## src/rtl/irq_ctl_pkg.sv

```systemverilog
// Package: shared constants for the interrupt sense/vector controller.
// Assumes a 32-bit register port and a 7-bit vector field.
package irq_ctl_pkg;
    localparam int DATA_W       = 32;
    localparam int ADDR_W       = 3;
    localparam int VEC_W        = 7;
    localparam int EXT_LINES    = 8;
    localparam int EXT0_SRC_NUM = 48;
    localparam int EXT_SRC_BASE = 16;

    localparam logic [ADDR_W-1:0] A_SENSE = 3'd0;
    localparam logic [ADDR_W-1:0] A_EMASK = 3'd1;
    localparam logic [ADDR_W-1:0] A_EPEND = 3'd2;
    localparam logic [ADDR_W-1:0] A_IMASK = 3'd3;
    localparam logic [ADDR_W-1:0] A_VEC   = 3'd4;

    // Source number of external pin k.
    function automatic logic [VEC_W-1:0] ext_src_num(input int k);
        return (k == 0) ? VEC_W'(EXT0_SRC_NUM) : VEC_W'(EXT_SRC_BASE + k);
    endfunction
endpackage

```

## src/rtl/irq_line_sense.sv

```systemverilog
// Module: per-pin sense logic for one active-low external interrupt.
// Synchronises the pin, detects high-to-low transitions and holds them in a
// latch in edge mode; in level mode reports the synchronised low level.
// Assumes irq_n is asynchronous to clk. A set beats a clear in the same cycle.
module irq_line_sense #(
    parameter int SYNC_STAGES = 2
) (
    input  logic clk,
    input  logic rst_n,
    input  logic irq_n,
    input  logic edge_mode,
    input  logic clr,
    output logic pending
);
    logic [SYNC_STAGES-1:0] sync_q;
    logic                   prev_q;
    logic                   latch_q;
    logic                   settled;
    logic                   fall;

    assign settled = sync_q[SYNC_STAGES-1];
    assign fall    = prev_q & ~settled;

    // Synchronise the pin and remember the previous settled value.
    always_ff @(posedge clk) begin
        if (!rst_n) begin
            sync_q <= '1;
            prev_q <= 1'b1;
        end else begin
            sync_q <= {sync_q[SYNC_STAGES-2:0], irq_n};
            prev_q <= settled;
        end
    end

    // Edge latch: set on a fall, cleared by a write-one, held at 0 in level mode.
    always_ff @(posedge clk) begin
        if (!rst_n)          latch_q <= 1'b0;
        else if (!edge_mode) latch_q <= 1'b0;
        else if (fall)       latch_q <= 1'b1;
        else if (clr)        latch_q <= 1'b0;
    end

    // Report the latch in edge mode, the synchronised low level otherwise.
    assign pending = edge_mode ? latch_q : ~settled;

    // an edge latch only drops after a clear write.
    p_latch_hold_r6: assert property (@(posedge clk) disable iff (!rst_n)
        (edge_mode && $past(edge_mode) && $fell(latch_q)) |-> $past(clr));

    // a fall seen in edge mode is always captured.
    p_edge_capture_r5: assert property (@(posedge clk) disable iff (!rst_n)
        (edge_mode && $past(edge_mode) && $past(fall)) |-> latch_q);
endmodule

```

## src/rtl/irq_vector_sel.sv

```systemverilog
// Module: picks the lowest source number among the asserted requests.
// Assumes no valid source number is zero; zero means no request.
module irq_vector_sel #(
    parameter int NUM_SRC = 16,
    parameter int VEC_W   = 7
) (
    input  logic [NUM_SRC-1:0]            req,
    input  logic [NUM_SRC-1:0][VEC_W-1:0] src_num,
    output logic [VEC_W-1:0]              vec
);
    // Scan all requests and keep the smallest number found.
    always_comb begin
        vec = '0;
        for (int s = 0; s < NUM_SRC; s++) begin
            if (req[s] && (vec == '0 || src_num[s] < vec)) vec = src_num[s];
        end
    end
endmodule

```

## src/rtl/extint_vec_ctl.sv

```systemverilog
// Module: top of the interrupt sense/vector controller. Holds the sense and
// enable registers, decodes the register port and drives the vector and the
// processor request. Assumes int_irq_n is synchronous to clk.
module extint_vec_ctl
    import irq_ctl_pkg::*;
#(
    parameter int NUM_INT     = 8,
    parameter int INT_BASE    = 64,
    parameter int SYNC_STAGES = 2
) (
    input  logic               clk,
    input  logic               rst_n,
    input  logic [7:0]         ext_irq_n,
    input  logic [NUM_INT-1:0] int_irq_n,
    input  logic [2:0]         reg_addr,
    input  logic               reg_wr_en,
    input  logic [31:0]        reg_wdata,
    output logic [31:0]        reg_rdata,
    output logic               cpu_irq
);
    localparam int NUM_SRC = EXT_LINES + NUM_INT;

    logic [EXT_LINES-1:0]            sense_q;
    logic [EXT_LINES-1:0]            emask_q;
    logic [NUM_INT-1:0]              imask_q;
    logic [EXT_LINES-1:0]            ext_pend;
    logic [EXT_LINES-1:0]            ext_clr;
    logic [NUM_SRC-1:0]              req;
    logic [NUM_SRC-1:0][VEC_W-1:0]   src_num;
    logic [VEC_W-1:0]                vec;
    logic                            wr_sense, wr_emask, wr_epend, wr_imask;

    assign wr_sense = reg_wr_en && (reg_addr == A_SENSE);
    assign wr_emask = reg_wr_en && (reg_addr == A_EMASK);
    assign wr_epend = reg_wr_en && (reg_addr == A_EPEND);
    assign wr_imask = reg_wr_en && (reg_addr == A_IMASK);

    // Per external pin: sense/enable bits, clear decode and sense logic.
    for (genvar k = 0; k < EXT_LINES; k++) begin : g_ext
        always_ff @(posedge clk) begin
            if (!rst_n) begin
                sense_q[k] <= 1'b0;
                emask_q[k] <= 1'b0;
            end else begin
                if (wr_sense) sense_q[k] <= reg_wdata[15-k];
                if (wr_emask) emask_q[k] <= reg_wdata[31-k];
            end
        end

        assign ext_clr[k] = wr_epend & reg_wdata[31-k];

        irq_line_sense #(.SYNC_STAGES(SYNC_STAGES)) u_sense (
            .clk       (clk),
            .rst_n     (rst_n),
            .irq_n     (ext_irq_n[k]),
            .edge_mode (sense_q[k]),
            .clr       (ext_clr[k]),
            .pending   (ext_pend[k])
        );

        assign req[k]     = ext_pend[k] & emask_q[k];
        assign src_num[k] = ext_src_num(k);
    end

    // Per internal source: enable bit, level request and number.
    for (genvar i = 0; i < NUM_INT; i++) begin : g_int
        always_ff @(posedge clk) begin
            if (!rst_n)        imask_q[i] <= 1'b0;
            else if (wr_imask) imask_q[i] <= reg_wdata[31-i];
        end

        assign req[EXT_LINES+i]     = ~int_irq_n[i] & imask_q[i];
        assign src_num[EXT_LINES+i] = VEC_W'(INT_BASE + i);
    end

    irq_vector_sel #(.NUM_SRC(NUM_SRC), .VEC_W(VEC_W)) u_vsel (
        .req     (req),
        .src_num (src_num),
        .vec     (vec)
    );

    assign cpu_irq = (vec != '0);

    // Read multiplexer: place each field at its register bit positions.
    always_comb begin
        reg_rdata = '0;
        case (reg_addr)
            A_SENSE: for (int k = 0; k < EXT_LINES; k++) reg_rdata[15-k] = sense_q[k];
            A_EMASK: for (int k = 0; k < EXT_LINES; k++) reg_rdata[31-k] = emask_q[k];
            A_EPEND: for (int k = 0; k < EXT_LINES; k++) reg_rdata[31-k] = ext_pend[k];
            A_IMASK: for (int i = 0; i < NUM_INT; i++)   reg_rdata[31-i] = imask_q[i];
            A_VEC:   reg_rdata[VEC_W-1:0] = vec;
            default: reg_rdata = '0;
        endcase
    end

    // reset leaves every enable and sense bit cleared.
    p_reset_clear_r1: assert property (@(posedge clk) disable iff (!rst_n)
        $rose(rst_n) |-> (emask_q == '0 && imask_q == '0 && sense_q == '0));

    // the request output tracks the presence of an enabled pending source.
    p_irq_match_r9: assert property (@(posedge clk) disable iff (!rst_n)
        cpu_irq == (|req));

    // the vector only ever holds zero or a legal source number.
    p_vec_legal_r8: assert property (@(posedge clk) disable iff (!rst_n)
        (vec == '0) || (int'(vec) >= EXT_SRC_BASE + 1 && int'(vec) <= EXT_SRC_BASE + 7)
        || (int'(vec) == EXT0_SRC_NUM)
        || (int'(vec) >= INT_BASE && int'(vec) < INT_BASE + NUM_INT));
endmodule

```

## config.mk

```make
export PLATFORM = sky130hd
export DESIGN_NAME = extint_vec_ctl
export DESIGN_NICKNAME = d
export VERILOG_FILES = /design/src/rtl/irq_ctl_pkg.sv /design/src/rtl/irq_line_sense.sv /design/src/rtl/irq_vector_sel.sv /design/src/rtl/extint_vec_ctl.sv
export SDC_FILE = /design/constraint.sdc
export NUM_CORES = 1
export LEC_CHECK = 0
export BUFFER_PORTS_ARGS = -buffer_cell sky130_fd_sc_hd__buf_2
export CORE_MARGIN = 10
export CORE_UTILIZATION = 45
export DETAILED_ROUTE_END_ITERATION = 10
export PLACE_DENSITY_LB_ADDON = 0.3
export SETUP_SLACK_MARGIN = 0.1
export SLEW_MARGIN = 20
export SYNTH_ARGS = -nofsm -noshare
export SYNTH_HDL_FRONTEND = slang
export SYNTH_SLANG_ARGS = --single-unit
```

## constraint.sdc

```tcl
create_clock -name clk -period 2.5 [get_ports clk]
set_input_delay 0.25 -clock clk [delete_from_list [all_inputs] [get_ports clk]]
set_output_delay 0.25 -clock clk [all_outputs]
set_load 0.005 [all_outputs]
```

Word level (Yosys, flattened, before mapping)

Index checks and enable logic that the tools add are counted.

Magnitude comparators: 15
Equal/unequal tests: 4
Muxes and demuxes: 43
Bitwise operators: 48
Reduce and logical (&&, ||, !) cells: 67

Operators by type and width:

| kind                                                      | number |
|---|---|
| 2-to-1 mux 7 bit                                          | 16 |
| zero test 7 bit                                           | 15 |
| less-than comparator 7 bit, first input constant          | 8 |
| less-than comparator 5 x 7 -> 1 bit, first input constant | 7 |
| bitwise AND 1 bit                                         | 32 |
| 2-to-1 mux 1 bit                                          | 24 |
| one-hot mux 8 bit (3 select lines)                        | 1 |
| logical AND 1 bit                                         | 19 |
| NOT 1 bit                                                 | 16 |
| AND reduction 2 bit                                       | 8 |
| nonzero test 2 bit                                        | 8 |
| logical OR 1 bit                                          | 15 |
| 2-to-1 mux 8 bit                                          | 1 |
| nonzero test 7 bit                                        | 1 |
| == test 3 x 2 -> 1 bit, second input constant             | 2 |
| 2-to-1 mux 6 bit                                          | 1 |
| == test 3 x 1 -> 1 bit, second input constant             | 1 |
| == test 3 bit, second input constant                      | 1 |
| zero test 3 bit                                           | 1 |

Register bits after elaboration: 56
Input bits: 54
Output and inout bits: 33
Logic and storage cells: 225

Longest topological paths before layout

Depth after elaboration: 65
Depth in mapped cells: 7
Mapped depth without buffers: 7

Hierarchy

From an unflattened synthesis, not the netlist that was laid out.

Cell total of the unflattened synthesis: 1249
Area total of the unflattened synthesis: 8998.6 um^2

Modules (own cells, without submodules):

| module         | instances | cells an instance | area each (um^2) | seq. area each (um^2) |
|---|---|---|---|---|
| irq_vector_sel | 1         | 961               | 6364.9           | 0.0 |
| extint_vec_ctl | 1         | 184               | 1512.7           | 480.5 |
| irq_line_sense | 8         | 13                | 140.1            | 80.1 |

Worst setup path after synthesis

No wires, ideal clock.

Path type: flip-flop to output port
Start: register sense_q[7]
End: output reg_rdata[0]
Arrival: 1.795 ns
Required time: 2.250 ns
Setup slack: 0.455 ns
Stages on the path, launching flop included: 8
Path buffers: 0
Cells stage by stage: dfxtp_1 nand2b_4 and3_4 nand4b_4 nor3_4 and2_4 or4b_1 a31oi_1

Longest elaborated chain between the ends: 37
Elaborated cells between the ends (all ways): 45
Those cells by class: order compare: 8; mux: 11; bitwise: 1; reduce/logical: 25

Ends and longest elaborated chain:

| what                                                                 | line                 | text |
|---|---|---|
| start, declared                                                      | extint_vec_ctl.sv:23 | `logic [EXT_LINES-1:0] sense_q;` |
| start signal, assigned by index                                      | extint_vec_ctl.sv:45 | `if (wr_sense) sense_q[k] <= reg_wdata[15-k];` |
| 2-to-1 mux 1 bit (*)                                                 | irq_line_sense.sv:44 | `assign pending = edge_mode ? latch_q : ~settled;` |
| bitwise AND 1 bit (*)                                                | extint_vec_ctl.sv:61 | `assign req[k] = ext_pend[k] & emask_q[k];` |
| logical AND 1 bit (*)                                                | irq_vector_sel.sv:15 | `if (req[s] && (vec == '0 \|\| src_num[s] < vec)) vec = src_num[s];` |
| 2-to-1 mux 7 bit (*)                                                 | irq_vector_sel.sv:15 |  |
| less-than comparator 7 bit / zero test 7 bit (equally long branches) | irq_vector_sel.sv:15 |  |
| logical OR 1 bit                                                     | irq_vector_sel.sv:15 |  |
| logical AND 1 bit                                                    | irq_vector_sel.sv:15 |  |
| 2-to-1 mux 7 bit (*)                                                 | irq_vector_sel.sv:15 |  |
| [... 21 more ...]                                                    | --                   |  |
| logical OR 1 bit                                                     | irq_vector_sel.sv:15 |  |
| logical AND 1 bit                                                    | irq_vector_sel.sv:15 |  |
| 2-to-1 mux 7 bit (*)                                                 | irq_vector_sel.sv:15 |  |
| less-than comparator 7 bit / zero test 7 bit (equally long branches) | irq_vector_sel.sv:15 |  |
| logical OR 1 bit                                                     | irq_vector_sel.sv:15 |  |
| logical AND 1 bit                                                    | irq_vector_sel.sv:15 |  |
| 2-to-1 mux 7 bit (*)                                                 | irq_vector_sel.sv:15 |  |
| 2-to-1 mux 7 bit (*)                                                 | extint_vec_ctl.sv:87 | `case (reg_addr)` |
| end, declared                                                        | extint_vec_ctl.sv:18 | `output logic [31:0] reg_rdata,` |

Every way passes the cells marked *; elsewhere a longest branch is shown, timed or not.

Worst setup path in the final report

Same ends and word-level chain as after synthesis.

==> results_dict.tcl <==
set metrics [dict create \
    status "finished, violations left" \
    violations "setup timing" \
    gp_congestion 0.854 \
    row_count 28 \
    whs_ns 0.113 \
    dieArea_um2 9630 \
    setup_slack_ns -0.0519 \
    crit_path_end_kind "output port" \
    grt_max_degree 57 \
    dieHeight_um 98.1 \
    final_area_um2 3320 \
    synthCells 356 \
    power_density_nw_per_um2 519 \
    synth_cell_types 34 \
    first_pass_iters 4 \
    die_width_um 98.1 \
    min_path_cells 2 \
    synthTopCellsByArea "dfxtp_1, nand2_1, nand2b_1" \
    r2r-end "sense_q[4]" \
    rsz0062_at_grt "true" \
    holdCritStartpoint "ext_irq_n[2]" \
    setup-violations-final 1 \
    cts_buffers 5 \
    reg2reg_setup_slack_ns 1.68 \
    ys_top_cells_by_count "nand2_1, dfxtp_1, nand2b_1" \
    final.setup_skew_ns 0.00956 \
    io_buffer_count 60 \
    yosysSeqAreaShare 0.408 \
    synth_seq_cells 56 \
    cts_root_buf "clkbuf_8" \
    syn_avg_cell_area_um2 7.71 \
    synth_edf_count 0 \
    grt_usage 0.146 \
    worstMarginPinSlew_ns 0.936 \
    fin_setup_tns_ns -0.0519 \
    cp.required_ns 2.25 \
    ir_worst_vdd_v 0.000369 \
    drive_above_1_share 0.234 \
    wl_per_cell_um 14.4 \
    holdPathEnd "g_ext[2].u_sense.sync_q[0]" \
    wirelength_um 7180 \
    core_um2 5920 \
    cts_tree "built" \
    critPathKind "flip-flop to output port" \
    period_share 1.02 \
    start_kind "flip-flop" \
    clk_latency_ns 0.32 \
    synthFlopType "dfxtp_1" \
    n_antenna_cell 0 \
    drc 0 \
    cts.sinks 56 \
    relSlewSlack 0.376 \
    io_pins 87 \
    via_per_inst 5.00 \
    drtIter0Drc 108 \
    path_max_fanout 5 \
    antenna_found_initial 0 \
    grt_pass1_vias 2560 \
    max_freq_mhz 392 \
    area_delta_synth_final_pct 20.9 \
    path_clk_slew_ns 0.10 \
    max_cap_viol_count 0 \
    synthArstFlopShare 0 \
    finalMaxSlewViolations 0 \
    worstPathArrival_ns 2.30 \
    place_area_um2 3110 \
    ys_warn_count 0 \
    clk_path_buf_depth 2 \
    r2r-start "sense_q[4]" \
    finalCriticalPeriod_ns 2.55 \
    dp_hpwl_um 5290 \
    synth_top_area_frac 0.408 \
    start_util 0.464 \
    grt_pass1_wl_um 12000 \
    grt_overflow 0 \
    synth.most_common_cell "nand2_1" \
    cts_max_level 2 \
    num_vias 2488 \
    n_fill_cell 581 \
    yosysTopAreaCell "dfxtp_1" \
    p_leak_uw 0.00139 \
    final_util 0.561 \
    finalHoldViolCount 0 \
    r2r_cells 3 \
    synth_area_um2 2750 \
    power.total_uw 1720 \
    hp-class "primary input to flip-flop" \
    layout.nets 476 \
    drtAntennaViolNets 0 \
]
## placed cells by master (no fill, tap or decap), drive strengths merged, types with 2 or more instances in the layout
| cell | synthesis | final |
|---|---|---|
| a22oi | 8 | 8 |
| nor2b | 17 | 17 |
| nor3 | 4 | 4 |
| a21boi | 26 | 26 |
| nand2 | 88 | 88 |
| nand2b | 40 | 40 |
| inv | 3 | 3 |
| and3 | 5 | 5 |
| buf | 10 | 74 |
| conb | 1 | 10 |
| and2 | 12 | 12 |
| nor2 | 22 | 22 |
| a21oi | 15 | 15 |
| clkbuf | 14 | 6 |
| dfxtp | 56 | 56 |
| o21ai | 12 | 12 |
| nand3b | 2 | 2 |
| nand3 | 11 | 11 |
## cell type report
type                    instances  area [um2]  area share
flip-flops and latches         56        1120       0.339
well taps                      75        93.8      0.0283
inverters                       3        11.3     0.00339
clock inverters                 2        38.8      0.0117
clock buffers                   6        82.6      0.0249
repair buffers                 74         405       0.122
multi-input cells             282        1560       0.471
## registers in the layout (all words and copies together) (netlist names)
signal,count
sense_q,8
emask_q,8
g_ext.u_sense.sync_q,16
g_ext.u_sense.latch_q,8
imask_q,8
g_ext.u_sense.prev_q,8
## kinds of logic after synthesis
logic type,after synthesis,synth area share
buffers and inverters,27,0.0506
AOI/OAI and AO/OA,65,0.154
and+or+nand+nor,207,0.386
DFF,56,0.408
other,1,0.00137
## stage by stage
step                      setup WS, ns  cells
after floorplan                  0.455    365
after global placement           0.265    484
after detailed placement         0.205    484
after CTS                      -0.0434    495
after global routing            -0.183    498
final                          -0.0519    498
## worst max-delay path by stage
stage / cells after the start / start / end / slack, ns
3_5_place_dp: 8 / sense_q[7] / reg_rdata[0] / 0.20
5_1_grt: 8 / sense_q[7] / reg_rdata[0] / -0.18
4_1_cts: 8 / sense_q[7] / reg_rdata[0] / -0.04
2_1_floorplan: 7 / sense_q[7] / reg_rdata[0] / 0.45
6_report: 8 / sense_q[7] / reg_rdata[0] / -0.05
3_3_place_gp: 8 / sense_q[5] / reg_rdata[0] / 0.27
## report_power, final
part	internal (uW)	total, uW	switching (uW)
combinational	75.2	170	94.6
sequential	915	929	13.1
clock	328	626	298
total	1320	1720	406
## layer usage
layer  vias to the layer above  global-route usage  wire [um]
li1                       1281                   -          -
met1                      1125               0.169       3060
met2                        74               0.250       3460
met3                         8              0.0486        560
met4                         0              0.0447        101
met5                         -                   0          0
## critical path: stages (launching register included)
cell,delay (ns)
dfxtp_2,0.35
nand2b_4,0.14
and3_4,0.18
nand4b_4,0.19
nor3_4,0.22
and2_4,0.18
or4b_1,0.43
a31oi_1,0.16
buf_2,0.14
## timing repair
item | in CTS | in global routing
pin swaps | 8 | 2
gates resized for setup | 9 | 2
setup buffers | 3 | 3
hold buffers | 0 | 0
hold endpoints to repair | 0 | 0
setup endpoints to repair | 1 | 3
Note: power is estimated with default switching activity, not from simulation.
